--- src/rtl/uart_txq_pkg.sv ---
package uart_txq_pkg;

   typedef struct packed {
      logic ovf;
      logic drained;
      logic wmark;
   } txq_evt_t;

endpackage

--- src/rtl/uart_txq_store.sv ---
module uart_txq_store #(
   parameter int DEPTH  = 32,
   parameter int DATA_W = 8
) (
   input  logic              clk_i,
   input  logic              rst_ni,
   input  logic              wr_en_i,
   input  logic [DATA_W-1:0] wr_data_i,
   input  logic              rd_adv_i,
   input  logic              flush_i,
   output logic [DATA_W-1:0] rd_data_o
);
   localparam int PTR_W = (DEPTH > 1) ? $clog2(DEPTH) : 1;
   localparam logic [PTR_W-1:0] LAST = PTR_W'(DEPTH - 1);

   logic [DATA_W-1:0] mem_q [DEPTH];
   logic [PTR_W-1:0]  wp_q, rp_q, wp_inc, rp_inc;

   generate
      if ((DEPTH & (DEPTH - 1)) == 0) begin : g_pow2
         assign wp_inc = wp_q + 1'b1;
         assign rp_inc = rp_q + 1'b1;
      end else begin : g_wrap
         assign wp_inc = (wp_q == LAST) ? '0 : wp_q + 1'b1;
         assign rp_inc = (rp_q == LAST) ? '0 : rp_q + 1'b1;
      end
   endgenerate

   always_ff @(posedge clk_i or negedge rst_ni) begin
      if (!rst_ni) begin
         wp_q <= '0;
         rp_q <= '0;
      end else if (flush_i) begin
         wp_q <= '0;
         rp_q <= '0;
      end else begin
         if (wr_en_i)  wp_q <= wp_inc;
         if (rd_adv_i) rp_q <= rp_inc;
      end
   end

   always_ff @(posedge clk_i) begin
      if (wr_en_i && !flush_i) mem_q[wp_q] <= wr_data_i;
   end

   assign rd_data_o = mem_q[rp_q];

endmodule

--- src/rtl/uart_txq_level.sv ---
module uart_txq_level #(
   parameter int DEPTH = 32,
   parameter int CNT_W = 6
) (
   input  logic             clk_i,
   input  logic             rst_ni,
   input  logic             push_i,
   input  logic             pop_i,
   input  logic             flush_i,
   output logic [CNT_W-1:0] lvl_o,
   output logic [CNT_W-1:0] lvl_nxt_o
);
   logic [CNT_W-1:0] lvl_q, lvl_d;

   always_comb begin
      lvl_d = lvl_q;
      if (flush_i)              lvl_d = '0;
      else if (push_i && !pop_i) lvl_d = lvl_q + 1'b1;
      else if (pop_i && !push_i) lvl_d = lvl_q - 1'b1;
   end

   always_ff @(posedge clk_i or negedge rst_ni) begin
      if (!rst_ni) lvl_q <= '0;
      else         lvl_q <= lvl_d;
   end

   assign lvl_o     = lvl_q;
   assign lvl_nxt_o = lvl_d;

   // level bounded by the depth
   a_r3_bounded: assert property (@(posedge clk_i) disable iff (!rst_ni)
      lvl_q <= CNT_W'(DEPTH));

   // flush empties the queue
   a_r6_flush_empties: assert property (@(posedge clk_i) disable iff (!rst_ni)
      flush_i |=> lvl_q == '0);

endmodule

--- src/rtl/uart_txq_evt.sv ---
module uart_txq_evt
   import uart_txq_pkg::*;
#(
   parameter int CNT_W = 6
) (
   input  logic             clk_i,
   input  logic             rst_ni,
   input  logic [CNT_W-1:0] lvl_i,
   input  logic [CNT_W-1:0] lvl_nxt_i,
   input  logic             push_req_i,
   input  logic             push_acc_i,
   input  logic             flush_i,
   input  logic             ctl_wr_i,
   input  logic [CNT_W-1:0] thr_i,
   output txq_evt_t         evt_o
);
   logic [CNT_W-1:0] thr_q, thr_eff;
   txq_evt_t         evt_q, evt_d;

   assign thr_eff = ctl_wr_i ? thr_i : thr_q;

   always_comb begin
      evt_d.ovf     = push_req_i && !push_acc_i && !flush_i;
      evt_d.drained = (lvl_i != '0) && (lvl_nxt_i == '0);
      evt_d.wmark   = evt_q.wmark;
      if (flush_i)                 evt_d.wmark = 1'b0;
      else if (lvl_nxt_i < thr_eff) evt_d.wmark = 1'b0;
      else if (push_acc_i)          evt_d.wmark = 1'b1;
   end

   always_ff @(posedge clk_i or negedge rst_ni) begin
      if (!rst_ni) begin
         thr_q <= '0;
         evt_q <= '0;
      end else begin
         thr_q <= thr_eff;
         evt_q <= evt_d;
      end
   end

   assign evt_o = evt_q;

   // a raised watermark implies the level meets the threshold
   a_r5_wmark_level: assert property (@(posedge clk_i) disable iff (!rst_ni)
      evt_q.wmark |-> lvl_i >= thr_q);

   // drained pulse only with an empty queue
   a_r4_drained_empty: assert property (@(posedge clk_i) disable iff (!rst_ni)
      evt_q.drained |-> lvl_i == '0);

endmodule

--- src/rtl/uart_txq.sv ---
module uart_txq
   import uart_txq_pkg::*;
#(
   parameter int DEPTH       = 32,
   parameter int DATA_W      = 8,
   parameter int WORD_W      = 32,
   parameter int LVL_FIELD_W = 5
) (
   input  logic                          clk_i,
   input  logic                          rst_ni,
   input  logic                          wr_push_i,
   input  logic [WORD_W-1:0]             wr_word_i,
   input  logic                          ctl_wr_i,
   input  logic                          ctl_flush_i,
   input  logic [$clog2(DEPTH+1)-1:0]    ctl_thresh_i,
   input  logic                          tx_en_i,
   input  logic                          pop_ready_i,
   output logic                          pop_valid_o,
   output logic [DATA_W-1:0]             pop_data_o,
   output logic                          full_o,
   output logic                          empty_o,
   output logic [LVL_FIELD_W-1:0]        level_o,
   output logic                          wmark_o,
   output logic                          drained_o,
   output logic                          overflow_o
);
   localparam int CNT_W = $clog2(DEPTH + 1);

   generate
      if (DEPTH < 2) begin : g_bad_depth
         $error("uart_txq: DEPTH must be at least 2");
      end
      if (WORD_W < DATA_W) begin : g_bad_word
         $error("uart_txq: WORD_W must cover DATA_W");
      end
      if (LVL_FIELD_W > CNT_W) begin : g_bad_field
         $error("uart_txq: LVL_FIELD_W wider than the level counter");
      end
   endgenerate

   logic             flush, push_acc, pop_acc;
   logic [CNT_W-1:0] lvl, lvl_nxt;
   txq_evt_t         evt;

   assign flush       = ctl_wr_i && ctl_flush_i;
   assign full_o      = (lvl == CNT_W'(DEPTH));
   assign empty_o     = (lvl == '0);
   assign push_acc    = wr_push_i && !flush && !full_o;
   assign pop_valid_o = tx_en_i && !empty_o;
   assign pop_acc     = pop_valid_o && pop_ready_i && !flush;

   generate
      if (WORD_W > DATA_W) begin : g_hi
         logic unused_hi;
         assign unused_hi = ^wr_word_i[WORD_W-1:DATA_W];
      end
   endgenerate

   uart_txq_store #(.DEPTH(DEPTH), .DATA_W(DATA_W)) i_store (
      .clk_i     (clk_i),
      .rst_ni    (rst_ni),
      .wr_en_i   (push_acc),
      .wr_data_i (wr_word_i[DATA_W-1:0]),
      .rd_adv_i  (pop_acc),
      .flush_i   (flush),
      .rd_data_o (pop_data_o)
   );

   uart_txq_level #(.DEPTH(DEPTH), .CNT_W(CNT_W)) i_level (
      .clk_i     (clk_i),
      .rst_ni    (rst_ni),
      .push_i    (push_acc),
      .pop_i     (pop_acc),
      .flush_i   (flush),
      .lvl_o     (lvl),
      .lvl_nxt_o (lvl_nxt)
   );

   uart_txq_evt #(.CNT_W(CNT_W)) i_evt (
      .clk_i      (clk_i),
      .rst_ni     (rst_ni),
      .lvl_i      (lvl),
      .lvl_nxt_i  (lvl_nxt),
      .push_req_i (wr_push_i),
      .push_acc_i (push_acc),
      .flush_i    (flush),
      .ctl_wr_i   (ctl_wr_i),
      .thr_i      (ctl_thresh_i),
      .evt_o      (evt)
   );

   assign level_o    = lvl[LVL_FIELD_W-1:0];
   assign wmark_o    = evt.wmark;
   assign drained_o  = evt.drained;
   assign overflow_o = evt.ovf;

   // a push into a full queue without a pop leaves it full
   a_r2_drop_full: assert property (@(posedge clk_i) disable iff (!rst_ni)
      (wr_push_i && full_o && !pop_acc && !flush) |=> full_o);

   // nothing leaves while transmit is disabled
   a_r8_hold_disabled: assert property (@(posedge clk_i) disable iff (!rst_ni)
      (!tx_en_i && !flush) |=> lvl >= $past(lvl));

endmodule

--- config.mk ---
export PLATFORM = sky130hd
export DESIGN_NAME = uart_txq
export DESIGN_NICKNAME = d
export VERILOG_FILES = /design/src/rtl/uart_txq_pkg.sv /design/src/rtl/uart_txq_store.sv /design/src/rtl/uart_txq_level.sv /design/src/rtl/uart_txq_evt.sv /design/src/rtl/uart_txq.sv
export SDC_FILE = /design/constraint.sdc
export NUM_CORES = 1
export LEC_CHECK = 0
export ABC_CLOCK_PERIOD_IN_PS = 3490
export BUFFER_PORTS_ARGS = -buffer_cell sky130_fd_sc_hd__buf_2
export CORE_ASPECT_RATIO = 0.5
export CORE_MARGIN = 2
export CORE_UTILIZATION = 60
export DETAILED_ROUTE_END_ITERATION = 16
export GPL_TIMING_DRIVEN = 0
export PLACE_DENSITY = 0.85
export SLEW_MARGIN = 20
export SYNTH_ARGS = -nofsm -noshare
export SYNTH_HDL_FRONTEND = slang
export SYNTH_HIERARCHICAL = 1
export SYNTH_SLANG_ARGS = --single-unit
--- constraint.sdc ---
create_clock -name clk_i -period 3.49 [get_ports clk_i]
set_input_delay 0.698 -clock clk_i [delete_from_list [all_inputs] [get_ports clk_i]]
set_output_delay 0.698 -clock clk_i [all_outputs]
set_load 0.01 [all_outputs]
==> key figures, run 1 <==
Routing
  – DR vias/cell: 6.70
  – Vias after detailed routing: 6462
  – Wirelength per Cell: 27.4 µm
  – Drt initial violations: 992
  – DR DRC count: 0
  – Detailed-routing iteration count for the pre-antenna-repair pass: 6
  – Detailed Route WL: 26400 µm
  – Antenna-violating nets left: 0

Min path
  – Type of the worst min-delay path: input pin to asynchronous set/reset pin

Die
  – Die Outline Area: 0.0203 mm²
  – Std cell rows: 35
  – Horiz. Die Dim: 199 µm
  – Overall die height: 102 µm
  – Initial standard-cell utilization of the core: 0.617
  – I/O Pins: 64
  – Core region area: 0.0185 mm²

Job
  – Maximum Capacitance Violations: 0

Layout
  – Fraction of final layout cells sized beyond drive strength 1: 0.265
  – Count of nets after finishing: 744
  – Number of diodes added for antenna fixing: 0
  – Area delta synth->final: 12.8%
  – End-of-flow core utilization: 0.696

Setup path
  – Logic depth of the worst path, buffers included: 7
  – Arrival time reported for the critical path endpoint: 2.78 ns
  – Launch point of the critical path: i_store/rp_q[0]$_DFFE_PN0P_
  – Startpoint types: register
  – Crit end category: output pin
  – Crit Path Class: register to output pin
  – Longest individual stage delay on the worst path: 0.52 ns
  – Worst reg-to-reg path cell count: 7
  – Worst path slowest cell: sky130_fd_sc_hd__mux4_2
  – Number of buffer and inverter instances along the worst setup path: 3
  – R2R Path Start: i_level/lvl_o[2]$_DFF_PN0_
  – Worst-path fanout max: 10
  – Worst setup slack for register-to-register paths: 0.03 ns
  – Req. time, crit path: 2.79 ns
  – Setup crit end: pop_data_o[5]
  – Worst r2r dst: i_store/mem_q[13][4]$_DFFE_PP_
  – Critical Path, Cell by Cell: buf_6 > buf_12 > mux4_2 > a22o_1 > a2111oi_4 > a21oi_1 > buf_2
  – Cell family with most CP delay: compound AO/OA/AOI/OAI gates

Global route
  – Total GRT Usage: 0.271
  – Global route overflow: 0
  – Vias in the first global route: 6452
  – Global-route wire length before repair: 39300 µm
  – Number of antenna violations at the first check in global routing: 0
  – Largest net degree at the start of global routing: 33

Clock tree
  – Root Buffer: sky130_fd_sc_hd__clkbuf_16
  – Max clock buf depth: 3
  – Total of hold buffers inserted after clock tree synthesis: 0
  – Clock Sink Count: 281
  – Maximum level of the CTS H-tree: 1
  – Clock latency of the later-clocked register in the worst-skew pair: 0.52 ns
  – Setup Fix Bufs, Post-CTS: 0
  – Clock tree from TritonCTS: built
  – Clock-pin transition on the worst setup and hold timing paths: 0.07 ns
  – Total clock buffers created by CTS: 24

Synth
  – Cell count after synthesis: 622
  – Prevailing post-synth register cell: sky130_fd_sc_hd__edfxtp_1
  – Warnings, synthesis: 6
  – Syn Nets: 679
  – Synthesized cell area: 0.0114 mm²
  – Fraction of synthesis flops using an asynchronous set or reset pin: 0.0890
  – Average footprint of a synthesized cell: 18.4 µm²
  – Count of different cell masters after synthesis: 52
  – Number of flops mapped to enable cells by yosys: 256
  – Fraction of the yosys area taken by sequential cells: 0.727
  – Flip-flop and latch count after synthesis: 281

Placed design
  – RD Place Congestion: 0.808
  – Pre-CTS setup slack: 0.0712 ns
  – Count of port buffers added during placement: 39
  – Detailed placement HPWL: 15400 µm

STA
  – Final Critical Period: 3.48 ns
  – F_max: 287 MHz
  – Crit share post-route: 0.997
  – Pins over their slew limit: 0
  – Slew Limit Headroom: 0.425
  – Setup repair after global routing missed its margin: true
  – Setup violation total in the final timing report: 0
  – Final number of hold-violating endpoints: 0
  – Worst Slack Setup Final: 0.00972 ns
  – Clk_skew: 0.0169 ns
  – Actual transition at the worst max-transition pin: 0.860 ns

Power
  – Maximum resistive drop on vdd: 0.469 mV
  – Ratio of total power to cell area: 687 mW/mm²
  – Leakage: 0.00427 µW

Run status
  – Outcome: finished, final reports clean
## sequential cells by signal, indices dropped and copies added, names as in the netlist
register / count
i_evt/thr_q: 6
i_store/mem_q: 256
i_store/rp_q: 5
i_level/lvl_o: 6
i_evt/evt_o: 3
i_store/wp_q: 5
## synth_stat cells, types with 8 or more instances
master                       n  share of area
sky130_fd_sc_hd__buf_2       9         0.0039
sky130_fd_sc_hd__o221ai_1    8         0.0061
sky130_fd_sc_hd__dfrtp_1    25          0.055
sky130_fd_sc_hd__mux2i_1    41          0.036
sky130_fd_sc_hd__ha_1       12          0.013
sky130_fd_sc_hd__nand2_1    12         0.0039
sky130_fd_sc_hd__a22oi_1    10         0.0066
sky130_fd_sc_hd__clkbuf_1   12         0.0039
sky130_fd_sc_hd__nor2b_1     8         0.0044
sky130_fd_sc_hd__buf_4       8         0.0053
sky130_fd_sc_hd__nor2_1     55          0.018
sky130_fd_sc_hd__a21oi_1    17         0.0074
sky130_fd_sc_hd__mux4_2     47          0.093
sky130_fd_sc_hd__edfxtp_1  256           0.67
sky130_fd_sc_hd__inv_1      11         0.0036
## how the worst min path moves through the flow
stage,start,end,slack (ns),cells past startpoint
floorplan,rst_ni,i_evt/evt_o[0]$_DFFE_PN0P_,0.40,0
global placement,i_evt/thr_q[4]$_DFF_PN0_,i_evt/thr_q[4]$_DFF_PN0_,0.48,2
detailed placement,i_evt/thr_q[0]$_DFF_PN0_,i_evt/thr_q[0]$_DFF_PN0_,0.48,1
CTS,rst_ni,i_store/wp_q[4]$_DFFE_PN0P_,0.21,1
global route,rst_ni,i_evt/thr_q[3]$_DFF_PN0_,0.23,1
finish,rst_ni,i_store/wp_q[4]$_DFFE_PN0P_,0.20,1
## metal layers
metal	vias up	part of all wire	global-route usage
met5	-	0	0
met4	0	0.033	0.0861
met3	87	0.11	0.0733
met2	494	0.48	0.445
met1	3258	0.37	0.362
li1	2623	-	-
## power by group
group / leakage (µW) / internal, µW / switching [µW]
Sequential: 0.00263 / 3800 / 119
Clock: 0.000384 / 1500 / 1160
Combinational: 0.00126 / 1040 / 1240
Total: 0.00427 / 6340 / 2530
## layout by cell type, fill, tap and decap left out, drive strengths merged, types with 2 or more instances in the layout
| cell | instances |
|---|---|
| a2111oi | 7 |
| a21o | 2 |
| a21oi | 17 |
| a22o | 7 |
| a22oi | 10 |
| a32oi | 2 |
| and2 | 4 |
| buf | 61 |
| bufinv | 2 |
| clkbuf | 44 |
| clkinv | 10 |
| dfrtp | 25 |
| edfxtp | 256 |
| ha | 12 |
| inv | 11 |
| mux2 | 4 |
| mux2i | 41 |
| mux4 | 47 |
| nand2 | 12 |
| nand3 | 6 |
| nand3b | 7 |
| nand4 | 4 |
| nor2 | 56 |
| nor2b | 8 |
| nor3 | 4 |
| nor3b | 3 |
| nor4 | 3 |
| o21ai | 2 |
| o221ai | 8 |
| o22ai | 7 |
| or4 | 2 |
| xnor2 | 2 |
| xor2 | 7 |
## through the flow
stage                     area, µm²  std cells  total power [µW]  hold WS, ns  setup TNS (ns)
after floorplan               11400        622              5450        0.402               0
after global placement        12000        920              6000        0.484               0
after detailed placement      12000        920              6080        0.482               0
after CTS                     12800        964              8750        0.206               0
after global routing          12900        964              9130        0.233           -6.48
final                         12900        964              8870        0.204               0
## final cells by class
class | instances | area (µm²)
Timing Repair Buffer | 39 | 195
Multi-Input combinational cell | 296 | 3010
Clock buffer | 32 | 672
Clock inverter | 12 | 108
Buffer | 34 | 241
Inverter | 11 | 41.3
Sequential cell | 281 | 8310
Tap cell | 259 | 324
Fill cell | 1048 | 5620
## logic make-up after synthesis
logic type,count (synthesis),synth area share
simple gates,116,0.0522
fa+ha+maj,12,0.0131
flops,281,0.727
buf+inv,45,0.0218
mux,92,0.133
xor+xnor,9,0.00689
compound gates,67,0.0463
## what timing repair did
item / CTS / global route
resized for setup: 8 / 42
endpoints found under the setup margin: 8 / 218
pin swaps: 0 / 1
Power figures use the tool's default switching activity.
==> run 2, diff against run 1 <==
--- a/config.mk
+++ b/config.mk
@@ -13,6 +13,7 @@
 export DETAILED_ROUTE_END_ITERATION = 16
 export GPL_TIMING_DRIVEN = 0
 export PLACE_DENSITY = 0.85
+export RECOVER_POWER = 50
 export SLEW_MARGIN = 20
 export SYNTH_ARGS = -nofsm -noshare
 export SYNTH_HDL_FRONTEND = slang
==> run 2 against run 1 <==
Net effect:
- the run now ends with max-capacitance violations, max-slew violations left
- die area did not move
- setup slack improved by 0.0071 ns
- power hardly changed
- first-iteration DRC count is 2.1% higher
- clock skew down 0.0023 ns
- utilization down 0.11 points
- clock-buffer cell count did not move
- sequential cell count unchanged
- largest power group unchanged
- sequential share of layout area is 0.10 points higher
- sequential power hardly changed
- largest cell class unchanged
- routed wire length rose by 0.12%
==> key figures, run 2 (same netlist as run 1, synthesis figures left out) <==
Run status
  – Outcome: finished with violations
  – Violated checks: max-capacitance violations, max-slew violations

Global route
  – Global route overflow: 0
  – Number of antenna violations at the first check in global routing: 0
  – Total GRT Usage: 0.271
  – Global-route wire length before repair: 39300 µm
  – Largest net degree at the start of global routing: 33
  – Vias in the first global route: 6452

Routing
  – DR DRC count: 0
  – Drt initial violations: 1013
  – DR vias/cell: 6.71
  – Wirelength per Cell: 27.4 µm
  – Detailed-routing iteration count for the pre-antenna-repair pass: 5
  – Vias after detailed routing: 6469
  – Antenna-violating nets left: 0
  – Detailed Route WL: 26400 µm

Min path
  – Hold_sp: ctl_thresh_i[0]
  – Worst Hold Path Cells: 2
  – Worst hold path endpoint: i_evt/thr_q[0]$_DFF_PN0_
  – Type of the worst min-delay path: input pin to register

Setup path
  – Worst r2r dst: i_store/mem_q[13][2]$_DFFE_PP_
  – Crit end category: output pin
  – Req. time, crit path: 2.79 ns
  – Arrival time reported for the critical path endpoint: 2.78 ns
  – R2R Path Start: i_level/lvl_o[2]$_DFF_PN0_
  – Worst setup slack for register-to-register paths: 0.05 ns
  – Worst-path fanout max: 10
  – Startpoint types: register
  – Worst reg-to-reg path cell count: 7
  – Crit Path Class: register to output pin

Clock tree
  – Clock Sink Count: 281
  – Clock tree from TritonCTS: built
  – Total clock buffers created by CTS: 24
  – Max clock buf depth: 3
  – Maximum level of the CTS H-tree: 1
  – Root Buffer: sky130_fd_sc_hd__clkbuf_16
  – Setup Fix Bufs, Post-CTS: 0
  – Clock-pin transition on the worst setup and hold timing paths: 0.07 ns
  – Clock latency of the later-clocked register in the worst-skew pair: 0.52 ns

Layout
  – Fraction of final layout cells sized beyond drive strength 1: 0.250
  – Commonest cells after routing, fill and taps aside: sky130_fd_sc_hd__edfxtp_1, sky130_fd_sc_hd__mux4_2, sky130_fd_sc_hd__mux2i_1
  – Area delta synth->final: 12.6%
  – Count of nets after finishing: 744
  – Max FFs per register: 256
  – Number of diodes added for antenna fixing: 0
  – Biggest register: i_store/mem_q
  – Most frequent standard cell in the layout excluding fill and tap cells: sky130_fd_sc_hd__edfxtp_1

Die
  – Die Outline Area: 0.0203 mm²
  – Core region area: 0.0185 mm²
  – Std cell rows: 35
  – Initial standard-cell utilization of the core: 0.617
  – Horiz. Die Dim: 199 µm
  – Overall die height: 102 µm
  – I/O Pins: 64

Power
  – Total power: 8860 µW
  – Combinational fraction of design power: 0.257
  – Maximum resistive drop on vdd: 0.470 mV
  – Power share of the sequential group: 0.443
  – Clock network fraction of total power: 0.301
  – Ratio of total power to cell area: 688 mW/mm²
  – Net Sw Power: 2530 µW
  – Leakage: 0.00424 µW
  – Internal Power: 6340 µW
  – Switching share of power: 0.285

STA
  – Final number of hold-violating endpoints: 0
  – Actual transition at the worst max-transition pin: 1.61 ns
  – Final Critical Period: 3.47 ns
  – Pins over their slew limit: 190
  – Setup repair after global routing missed its margin: true
  – Total negative slack for setup checks: 0 ns
  – Slew Limit Headroom: -0.0746
  – Clk_skew: 0.0145 ns
  – Setup violation total in the final timing report: 0
  – Crit share post-route: 0.995
  – F_max: 288 MHz

Placed design
  – Count of port buffers added during placement: 39
  – RD Place Congestion: 0.808
  – Detailed placement HPWL: 15400 µm

Job
  – Maximum Capacitance Violations: 7
==> run 2: through the flow <==
| step | instances | setup slack [ns] | hold WS [ns] | instance area [µm²] | util |
|---|---|---|---|---|---|
| finish | 964 | 0.0168 | 0.441 | 12900 | 0.695 |
| global route | 964 | -0.132 | 0.427 | 12900 | 0.695 |
| CTS | 964 | 0.0246 | 0.206 | 12800 | 0.690 |
| detailed placement | 920 | 0.0712 | 0.482 | 12000 | 0.646 |
| global placement | 920 | 0.204 | 0.484 | 12000 | 0.646 |
| floorplan | 622 | 0.594 | 0.402 | 11400 | - |
==> run 2: final cells by class <==
cell class / instances / area, µm²
Buffer: 34 / 234
Multi-Input combinational cell: 296 / 3010
Tap cell: 259 / 324
Fill cell: 1055 / 5640
Sequential cell: 281 / 8310
Inverter: 11 / 41.3
Timing Repair Buffer: 39 / 183
Clock buffer: 32 / 672
Clock inverter: 12 / 108
==> run 2: worst max-delay path by stage <==
| stage | cells after the start | endpoint | startpoint |
|---|---|---|---|
| 6_report | 7 | pop_data_o[5] | i_store/rp_q[0]$_DFFE_PN0P_ |
| 4_1_cts | 7 | pop_data_o[1] | i_store/rp_q[0]$_DFFE_PN0P_ |
| 3_5_place_dp | 11 | i_evt/evt_o[0]$_DFFE_PN0P_ | ctl_wr_i |
| 3_3_place_gp | 11 | i_evt/evt_o[0]$_DFFE_PN0P_ | ctl_wr_i |
| 2_1_floorplan | 10 | i_evt/evt_o[0]$_DFFE_PN0P_ | ctl_wr_i |
| 5_1_grt | 7 | i_store/mem_q[10][0]$_DFFE_PP_ | i_level/lvl_o[2]$_DFF_PN0_ |
==> run 2: power groups by stage <==
| stage | clock network (µW) | registers, µW | logic [µW] |
|---|---|---|---|
| 2_1_floorplan | 0 | 3970 | 1490 |
| 3_3_place_gp | 0 | 3970 | 2020 |
| 3_5_place_dp | 0 | 3990 | 2090 |
| 4_1_cts | 2670 | 3920 | 2160 |
| 5_1_grt | 2800 | 3940 | 2390 |
| 6_report | 2660 | 3920 | 2280 |
==> run 2: layer usage <==
metal	vias to the layer above	track usage	wire, µm	part of all wire
met5	-	0	0	0
met4	0	0.0861	940	0.036
met3	90	0.0733	2900	0.11
met2	466	0.445	12700	0.48
met1	3291	0.362	9930	0.38
li1	2622	-	-	-
==> run 2: what timing repair did <==
action | in CTS | in global routing
pin swaps | 0 | 1
resized for setup | 8 | 42
endpoints found under the setup margin | 8 | 218
cloned | 0 | 0
hold buffers | 0 | 0
==> run 2: worst max-delay path: stages (launching register included) <==
cell and delay, ns:
sky130_fd_sc_hd__dfrtp_1 0.39, sky130_fd_sc_hd__buf_6 0.21, sky130_fd_sc_hd__buf_12 0.18, sky130_fd_sc_hd__mux4_2 0.53, sky130_fd_sc_hd__a22o_1 0.31, sky130_fd_sc_hd__a2111oi_4 0.40
sky130_fd_sc_hd__a21oi_1 0.09, sky130_fd_sc_hd__buf_2 0.16
==> run 3, diff against run 2 <==
--- a/config.mk
+++ b/config.mk
@@ -7,12 +7,14 @@
 export LEC_CHECK = 0
 export ABC_CLOCK_PERIOD_IN_PS = 3490
 export BUFFER_PORTS_ARGS = -buffer_cell sky130_fd_sc_hd__buf_2
+export CELL_PAD_IN_SITES_DETAIL_PLACEMENT = 0
+export CELL_PAD_IN_SITES_GLOBAL_PLACEMENT = 1
 export CORE_ASPECT_RATIO = 0.5
 export CORE_MARGIN = 2
-export CORE_UTILIZATION = 60
+export CORE_UTILIZATION = 53
 export DETAILED_ROUTE_END_ITERATION = 16
 export GPL_TIMING_DRIVEN = 0
-export PLACE_DENSITY = 0.85
+export PLACE_DENSITY = 0.86
 export RECOVER_POWER = 50
 export SLEW_MARGIN = 20
 export SYNTH_ARGS = -nofsm -noshare
==> run 3 against run 2 <==
Net effect:
- the run still ends with max-capacitance violations, max-slew violations left
- setup slack better by 0.066 ns
- global-route usage fell by 5.1 points
- power shrank 1.6%
- critical path depth is 1 higher
- sequential cell count stayed put
- design area hardly changed
- first-iteration DRC count decreased by 17%
- register-to-register slack better by 0.12 ns
- non-clock buffer count is 1 higher
- critical path type unchanged
- largest power group unchanged
==> key figures, run 3 (same netlist as run 1, synthesis figures left out) <==
Run status
  – Outcome: finished with violations
  – Violated checks: max-capacitance violations, max-slew violations

Clock tree
  – Max clock buf depth: 3
  – Clock tree from TritonCTS: built
  – Root Buffer: sky130_fd_sc_hd__clkbuf_16
  – Clock-pin transition on the worst setup and hold timing paths: 0.07 ns
  – Clock latency of the later-clocked register in the worst-skew pair: 0.52 ns
  – Clock Sink Count: 281
  – Total clock buffers created by CTS: 24
  – Total of hold buffers inserted after clock tree synthesis: 0
  – Maximum level of the CTS H-tree: 1

Global route
  – GRT busiest layer: met2
  – M3 GR Usage: 0.0508
  – Largest net degree at the start of global routing: 33
  – Vias in the first global route: 6122
  – Global-route wire length before repair: 36500 µm
  – Global route overflow: 0
  – Number of antenna violations at the first check in global routing: 0
  – Total GRT Usage: 0.220
  – GR Layer Usage met2: 0.332
  – Met1 usage: 0.328

STA
  – Clk_skew: 0.0100 ns
  – Setup violation total in the final timing report: 0
  – Final number of hold-violating endpoints: 0
  – Actual transition at the worst max-transition pin: 1.65 ns
  – Final Critical Period: 3.41 ns
  – F_max: 294 MHz
  – Worst hold slack across all endpoints: 0.435 ns
  – Total negative slack for setup checks: 0 ns
  – Crit share post-route: 0.976
  – Pins over their slew limit: 224
  – Slew Limit Headroom: -0.101

Setup path
  – Worst-path fanout max: 10
  – Startpoint types: register
  – Arrival time reported for the critical path endpoint: 2.71 ns
  – Most prevalent standard cell on the critical path: sky130_fd_sc_hd__buf_2
  – Logic depth of the worst path, buffers included: 8
  – Cell family with most CP delay: buffers and inverters
  – Longest individual stage delay on the worst path: 0.48 ns
  – Req. time, crit path: 2.79 ns
  – Number of buffer and inverter instances along the worst setup path: 4
  – Crit end category: output pin
  – Worst path slowest cell: sky130_fd_sc_hd__dfrtp_1
  – Worst reg-to-reg path cell count: 7
  – Critical Path, Cell by Cell: buf_2 > nand3b_1 > buf_4 > clkbuf_2 > o221ai_1 > a21oi_2 > a22oi_1 > buf_2
  – Crit Path Class: register to output pin

Layout
  – Fraction of final layout cells sized beyond drive strength 1: 0.223
  – Max FFs per register: 256
  – Commonest cells after routing, fill and taps aside: sky130_fd_sc_hd__edfxtp_1, sky130_fd_sc_hd__nor2_1, sky130_fd_sc_hd__mux4_2
  – Number of diodes added for antenna fixing: 0
  – Number of inserted filler cells in the final layout: 1422
  – Sequential cell area: 0.00831 mm²
  – Most frequent standard cell in the layout excluding fill and tap cells: sky130_fd_sc_hd__edfxtp_1
  – End-of-flow core utilization: 0.617
  – Area delta synth->final: 12.5%
  – Biggest register: i_store/mem_q
  – Multi-input gate area: 0.00296 mm²
  – Count of nets after finishing: 745

Die
  – I/O Pins: 64
  – Initial standard-cell utilization of the core: 0.548
  – Die Outline Area: 0.0228 mm²
  – Overall die height: 108 µm
  – Core region area: 0.0209 mm²
  – Std cell rows: 37
  – Horiz. Die Dim: 212 µm

Power
  – Total power: 8720 µW
  – Maximum resistive drop on vdd: 0.347 mV
  – Leakage: 0.00424 µW
  – Ratio of total power to cell area: 677 mW/mm²

Routing
  – DR vias/cell: 6.09
  – DR DRC count: 0
  – Wirelength per Cell: 24.4 µm
  – Antenna-violating nets left: 0
  – Detailed Route WL: 24300 µm
  – Drt initial violations: 844
  – Vias after detailed routing: 6071
  – Detailed-routing iteration count for the pre-antenna-repair pass: 5

Placed design
  – RD Place Congestion: 0.794
  – Detailed placement HPWL: 15300 µm
  – Count of port buffers added during placement: 39

Job
  – Maximum Capacitance Violations: 7

Min path
  – Worst Hold Path Cells: 2
  – Type of the worst min-delay path: input pin to register
## run 3: cell count changes in the layout (fill, tap and decap cells not counted), moves of 2 or more
cell and change:
sky130_fd_sc_hd__nor2_1 +23, sky130_fd_sc_hd__nor2_2 -23, sky130_fd_sc_hd__clkbuf_1 -4, sky130_fd_sc_hd__buf_4 -3, sky130_fd_sc_hd__buf_6 +2, sky130_fd_sc_hd__clkbuf_4 +2
sky130_fd_sc_hd__clkbuf_8 -2, sky130_fd_sc_hd__clkinv_2 +2, sky130_fd_sc_hd__clkinvlp_4 +2
## run 3: timing repair
action | 4_1_cts | 5_1_grt
resized for setup | 6 | 19
buffers inserted | 0 | 1
pin swaps | 0 | 1
setup endpoints to repair | 7 | 8
## run 3: layer usage
layer | part of all wire | vias to the layer above
met1 | 0.42 | 3103
met4 | 0.019 | 0
met3 | 0.098 | 37
li1 | - | 2627
met5 | 0 | -
met2 | 0.46 | 304
## run 3: worst reg2reg max path, stage by stage (launching register included)
cell                       delay [ns]
sky130_fd_sc_hd__dfrtp_1         0.54
sky130_fd_sc_hd__nor3_2          0.09
sky130_fd_sc_hd__and3_2          0.22
sky130_fd_sc_hd__nor2_1          0.34
sky130_fd_sc_hd__clkbuf_1        0.32
sky130_fd_sc_hd__nor2b_1         0.29
sky130_fd_sc_hd__nand2_1         0.35
sky130_fd_sc_hd__nor2_1          0.79
## run 3: path summary, 6_finish.rpt
| path | from | end | slack (ns) |
|---|---|---|---|
| setup / recovery | i_store/rp_q[2]$_DFFE_PN0P_ | pop_data_o[6] | 0.08 |
| hold / removal | ctl_thresh_i[0] | i_evt/thr_q[0]$_DFF_PN0_ | 0.44 |
| setup reg to reg | i_level/lvl_o[2]$_DFF_PN0_ | i_store/mem_q[31][7]$_DFFE_PP_ | 0.17 |
| hold reg to reg | i_evt/thr_q[1]$_DFF_PN0_ | i_evt/thr_q[1]$_DFF_PN0_ | 0.49 |
| max in group asynchronous | rst_ni | i_store/rp_q[2]$_DFFE_PN0P_ | 2.03 |
| min in group asynchronous | rst_ni | i_level/lvl_o[1]$_DFF_PN0_ | 0.56 |
## run 3: final cells by class
cell class / count / share of cell area
Sequential cell: 281 / 0.646
Multi-Input combinational cell: 296 / 0.230
Clock buffer: 26 / 0.0489
Tap cell: 292 / 0.0284
Buffer: 34 / 0.0187
Timing Repair Buffer: 40 / 0.0149
Clock inverter: 17 / 0.0106
Inverter: 11 / 0.00321
## run 3: power by group
| part | total [µW] | internal (µW) | switching (µW) |
|---|---|---|---|
| registers | 3920 | 3800 | 113 |
| logic | 2210 | 1040 | 1170 |
| clock network | 2600 | 1450 | 1150 |
## run 3: per-stage QoR
stage | setup WS, ns | cell area, µm² | instances
after floorplan | 0.594 | 11400 | 622
after global placement | 0.0976 | 12000 | 953
after detailed placement | 0.0708 | 12000 | 953
after CTS | 0.00245 | 12800 | 996
after global routing | -0.00116 | 12900 | 997
final | 0.0829 | 12900 | 997
